## src/rtl/fcs_pkg.sv

```systemverilog
package fcs_pkg;
  localparam int unsigned REG_W       = 32;
  localparam int unsigned CMD_CLR_BIT = 0;
  localparam int unsigned CMD_LAT_BIT = 1;

  typedef logic [REG_W-1:0] word_t;

  // command bits are never stored
  localparam word_t CMD_MASK = word_t'((1 << CMD_CLR_BIT) | (1 << CMD_LAT_BIT));
endpackage

```

## src/rtl/fcs_counter.sv

```systemverilog
module fcs_counter #(
  parameter int unsigned CNT_W = 64
) (
  input  logic             clk_i,
  input  logic             rst_ni,
  input  logic             en_i,
  output logic [CNT_W-1:0] cnt_o
);
  logic [CNT_W-1:0] cnt_q;

  always_ff @(posedge clk_i or negedge rst_ni) begin
    if (!rst_ni)   cnt_q <= '0;
    else if (en_i) cnt_q <= cnt_q + CNT_W'(1);
  end

  assign cnt_o = cnt_q;
endmodule

```

## src/rtl/fcs_decode.sv

```systemverilog
module fcs_decode #(
  parameter int unsigned ADDR_W = 2,
  parameter int unsigned NUM_W  = 2
) (
  input  logic              req_i,
  input  logic              we_i,
  input  logic [ADDR_W-1:0] addr_i,
  output logic [NUM_W-1:0]  wr_word_o,
  output logic              wr_ctl_o,
  output logic [NUM_W-1:0]  rd_word_o,
  output logic              rd_ctl_o
);
  localparam logic [ADDR_W-1:0] CTL_ADDR = ADDR_W'(NUM_W);

  logic wr;
  assign wr = req_i & we_i;

  for (genvar j = 0; j < NUM_W; j++) begin : g_word
    assign rd_word_o[j] = (addr_i == ADDR_W'(j));
    assign wr_word_o[j] = wr & rd_word_o[j];
  end

  assign rd_ctl_o = (addr_i == CTL_ADDR);
  assign wr_ctl_o = wr & rd_ctl_o;
endmodule

```

## src/rtl/fcs_snap.sv

```systemverilog
module fcs_snap
  import fcs_pkg::*;
#(
  parameter int unsigned CNT_W = 64,
  parameter int unsigned NUM_W = CNT_W / REG_W
) (
  input  logic                       clk_i,
  input  logic                       rst_ni,
  input  logic [CNT_W-1:0]           cnt_i,
  input  logic [NUM_W-1:0]           wr_word_i,
  input  logic                       wr_ctl_i,
  input  word_t                      wdata_i,
  output logic [NUM_W-1:0][REG_W-1:0] words_o,
  output word_t                      ctl_o
);
  logic do_clr, do_lat;
  word_t ctl_q;

  assign do_clr = wr_ctl_i & wdata_i[CMD_CLR_BIT];
  assign do_lat = wr_ctl_i & wdata_i[CMD_LAT_BIT];

  for (genvar j = 0; j < NUM_W; j++) begin : g_word
    word_t word_q;
    // latch first, clear last: clear wins
    always_ff @(posedge clk_i or negedge rst_ni) begin
      if (!rst_ni)           word_q <= '0;
      else if (do_clr)       word_q <= '0;
      else if (do_lat)       word_q <= cnt_i[j*REG_W +: REG_W];
      else if (wr_word_i[j]) word_q <= wdata_i;
    end
    assign words_o[j] = word_q;
  end

  always_ff @(posedge clk_i or negedge rst_ni) begin
    if (!rst_ni)       ctl_q <= '0;
    else if (wr_ctl_i) ctl_q <= wdata_i & ~CMD_MASK;
  end

  assign ctl_o = ctl_q;
endmodule

```

## src/rtl/free_counter_snap.sv

```systemverilog
module free_counter_snap
  import fcs_pkg::*;
#(
  parameter int unsigned CNT_W  = 64,
  parameter int unsigned ADDR_W = 2
) (
  input  logic              clk_i,
  input  logic              rst_ni,
  input  logic              count_en_i,
  input  logic              req_i,
  input  logic              we_i,
  input  logic [ADDR_W-1:0] addr_i,
  input  logic [31:0]       wdata_i,
  output logic [31:0]       rdata_o
);
  localparam int unsigned NUM_W = CNT_W / REG_W;

  logic [CNT_W-1:0]            cnt_q;
  logic [NUM_W-1:0]            wr_word, rd_word;
  logic                        wr_ctl, rd_ctl;
  logic [NUM_W-1:0][REG_W-1:0] words_q;
  word_t                       ctl_q;

  fcs_counter #(.CNT_W(CNT_W)) i_counter (
    .clk_i (clk_i),
    .rst_ni(rst_ni),
    .en_i  (count_en_i),
    .cnt_o (cnt_q)
  );

  fcs_decode #(.ADDR_W(ADDR_W), .NUM_W(NUM_W)) i_decode (
    .req_i    (req_i),
    .we_i     (we_i),
    .addr_i   (addr_i),
    .wr_word_o(wr_word),
    .wr_ctl_o (wr_ctl),
    .rd_word_o(rd_word),
    .rd_ctl_o (rd_ctl)
  );

  fcs_snap #(.CNT_W(CNT_W), .NUM_W(NUM_W)) i_snap (
    .clk_i    (clk_i),
    .rst_ni   (rst_ni),
    .cnt_i    (cnt_q),
    .wr_word_i(wr_word),
    .wr_ctl_i (wr_ctl),
    .wdata_i  (wdata_i),
    .words_o  (words_q),
    .ctl_o    (ctl_q)
  );

  always_comb begin
    rdata_o = rd_ctl ? ctl_q : '0;
    for (int j = 0; j < NUM_W; j++) begin
      if (rd_word[j]) rdata_o = words_q[j];
    end
  end
endmodule

```

## config.mk

```make
export PLATFORM = sky130hd
export DESIGN_NAME = free_counter_snap
export DESIGN_NICKNAME = d
export VERILOG_FILES = /design/src/rtl/fcs_pkg.sv /design/src/rtl/fcs_counter.sv /design/src/rtl/fcs_decode.sv /design/src/rtl/fcs_snap.sv /design/src/rtl/free_counter_snap.sv
export SDC_FILE = /design/constraint.sdc
export NUM_CORES = 1
export LEC_CHECK = 0
export BUFFER_PORTS_ARGS = -buffer_cell sky130_fd_sc_hd__buf_2
export CORE_ASPECT_RATIO = 1.75
export CORE_MARGIN = 4
export CORE_UTILIZATION = 55
export DETAILED_ROUTE_END_ITERATION = 10
export PLACE_DENSITY = 0.85
export SETUP_SLACK_MARGIN = 0.1
export SLEW_MARGIN = 20
export SYNTH_ARGS = -nofsm -noshare
export SYNTH_HDL_FRONTEND = slang
export SYNTH_SLANG_ARGS = --single-unit
```

## constraint.sdc

```tcl
create_clock -name clk_i -period 3.7 [get_ports clk_i]
set_clock_uncertainty 0.2 [all_clocks]
set_input_delay 0.74 -clock clk_i [delete_from_list [all_inputs] [get_ports clk_i]]
set_output_delay 0.74 -clock clk_i [all_outputs]
set_load 0.01 [all_outputs]
```

==> impl_metrics.json <==
{
  "use_met1_pct": 30.9,
  "clkSinkCount": 158,
  "drc": 0,
  "p_leak_uw": 0.00434,
  "coreArea_mm2": 0.0138,
  "post_drt_via_cell_ratio": 6.05,
  "cts_tree": "built",
  "ir_drop_mv": 0.359,
  "slew_viol_final": 0,
  "syn_inst": 859,
  "post_cts_resized": 0,
  "fmax_mhz": 324,
  "drt_first_pass_iters": 5,
  "asyncSetResetFlopFracSynth_pct": 100,
  "gp_congestion": 0.956,
  "ios": 71,
  "synth-edff-count": 0,
  "period_needed_ns": 3.08,
  "synth_common_cells": "nand2_1 (222), dfrtp_1 (158), o21ai_0 (96)",
  "numPortBuffers": 70,
  "clk_path_buf_depth": 2,
  "htreeDepth": 4,
  "synth_ff_type": "dfrtp_1",
  "start_util_pct": 55.9,
  "syn_area_mm2": 0.00773,
  "die_area_mm2": 0.0161,
  "min_path_type": "input pin to asynchronous set/reset pin",
  "rows": 57,
  "yosysWarnings": 0,
  "busiest_layer": "met2",
  "grt_start_max_net_pins": 76,
  "grt_overflow": 0,
  "crit_type": "input pin to output port",
  "antenna_found_initial": 1,
  "hold_slack_ns": 0.114,
  "finalSetupViolCount": 0,
  "grt_usage_pct": 27.3,
  "drt-wirelength-per-cell_um": 19.0,
  "nets": 959,
  "seq_area_frac_synth_pct": 51.1,
  "drt_wl_total_mm": 21.1,
  "die_h_um": 165,
  "clk_pin_slew_ns": 0.07,
  "first_iter_violations": 646,
  "grt_pass1_wl_mm": 34.4,
  "grtUsageMet2_pct": 47.4,
  "syn_avg_cell_area_um2": 9.00,
  "post-route-util_pct": 64.4,
  "finalHoldViolCount": 0,
  "crit_arrival_ns": 2.14,
  "clockRootBuffer": "clkbuf_16",
  "powerDensity_mw_per_mm2": 507,
  "cp_max_fo": 22,
  "maxSlewHeadroom_pct": 53.7,
  "worst_pin_slew_ns": 0.695,
  "rsz0062_at_grt": "false",
  "antennaDiodeCount": 0,
  "postCtsSetupBuffers": 0,
  "cp_data_required_time_ns": 2.76,
  "synth_top_area_share_pct": 51.1,
  "cap_violations": 0,
  "timing.setup.tns_ns": 0,
  "yosys-top-cells-area": "dfrtp_1 (51%), nand2_1 (11%), o21ai_0 (6.2%)",
  "met3_usage_pct": 6.17,
  "ys_seq_elements": 158,
  "hold_buffers": 0,
  "synthDistinctLibCells": 40,
  "nFillCells": 1096,
  "yosysTopAreaCell": "dfrtp_1",
  "end_kind": "output port",
  "cts_buffers": 17,
  "die_width_um": 97.6,
  "syn_nets": 899,
  "period_share_pct": 83.3,
  "dp_hpwl_mm": 14.3,
  "crit_path_start_kind": "input pin",
  "status": "finished, final reports clean",
  "drive_gt1_share_pct": 14.5,
  "grt_pass1_vias": 6799,
  "syn_to_final_growth_pct": 15.2,
  "vias": 6714,
  "antenna_left": 0,
  "clock_latency_ns": 0.43,
  "yosysMostFrequentCell": "nand2_1"
}
[per-layer routing]
metal  vias to the layer above  share of wire (%)
met5                         -              0.062
met4                         2                4.9
met3                        97                5.8
met2                       324                 53
met1                      3261                 37
li1                       3030                  -
[critical path, stage by stage]
cell     delay [ns]
buf_2          0.25
buf_4          0.23
nor2b_2        0.14
buf_4          0.33
nand2_1        0.13
o21ai_0        0.13
buf_2          0.18
[through the flow]
stage                     worst slack, ns  instances  total power, uW  cell area [um^2]
after floorplan                     0.962        859             2480              7730
after global placement              0.750       1077             2710              8300
after detailed placement            0.664       1077             2740              8300
after CTS                           0.629       1109             4530              8910
after global routing                0.555       1109             4730              8910
final                               0.618       1109             4520              8910
[sequential cells by signal (all words and copies together), names as in the netlist]
name / count
i_counter.cnt_o: 64
i_snap.g_word.word_q: 64
i_snap.ctl_o: 30
[final timing paths]
check	startpoint	endpoint	slack (ns)	depth (start not counted)
max	addr_i[1]	rdata_o[19]	0.62	7
min	rst_ni	i_snap.ctl_o[18]	0.11	1
max reg2reg	i_counter.cnt_o[0]	i_counter.cnt_o[63]	1.11	5
min reg2reg	i_snap.ctl_o[28]	i_snap.ctl_o[28]	0.27	2
max in group asynchronous	rst_ni	i_snap.g_word[1].word_q[30]	2.37	2
min in group clk_i	i_snap.ctl_o[28]	i_snap.ctl_o[28]	0.27	2
[cell type report]
class | instances | area, um^2 | share of cell area, %
Sequential cell | 158 | 3950 | 44.4
Multi-Input combinational cell | 648 | 3580 | 40.2
Timing Repair Buffer | 87 | 522 | 5.86
Clock buffer | 18 | 429 | 4.82
Tap cell | 177 | 221 | 2.49
Clock inverter | 14 | 178 | 1.99
Inverter | 7 | 26.3 | 0.295
[placed cells by master (no fill, tap or decap), types with 29 or more instances in the layout]
cell type and n:
a21oi_1 60, mux2i_1 32, dfrtp_1 158, nor2_1 29, xor2_1 45, and2_1 31, nor3_1 31, nand2_1 222
buf_2 69, o21ai_0 96
[report_power, final]
group / leakage, uW / switching (uW) / total [uW] / internal [uW]
registers: 0.00204 / 179 / 2140 / 1960
logic: 0.00201 / 347 / 589 / 242
clock network: 0.000291 / 769 / 1790 / 1020
total: 0.00434 / 1300 / 4520 / 3220
[cell families (layout without fill, tap and decap cells)]
kind of cell / Yosys count / count (layout) / share of synthesized area [%]
simple gates: 391 / 391 / 24.1
compound gates: 160 / 160 / 10.5
flops: 158 / 158 / 51.1
xor+xnor: 63 / 63 / 7.14
buf+inv: 53 / 126 / 2.67
mux: 33 / 33 / 4.29
fa+ha+maj: 1 / 1 / 0.162
(Power assumes the default switching activity.)
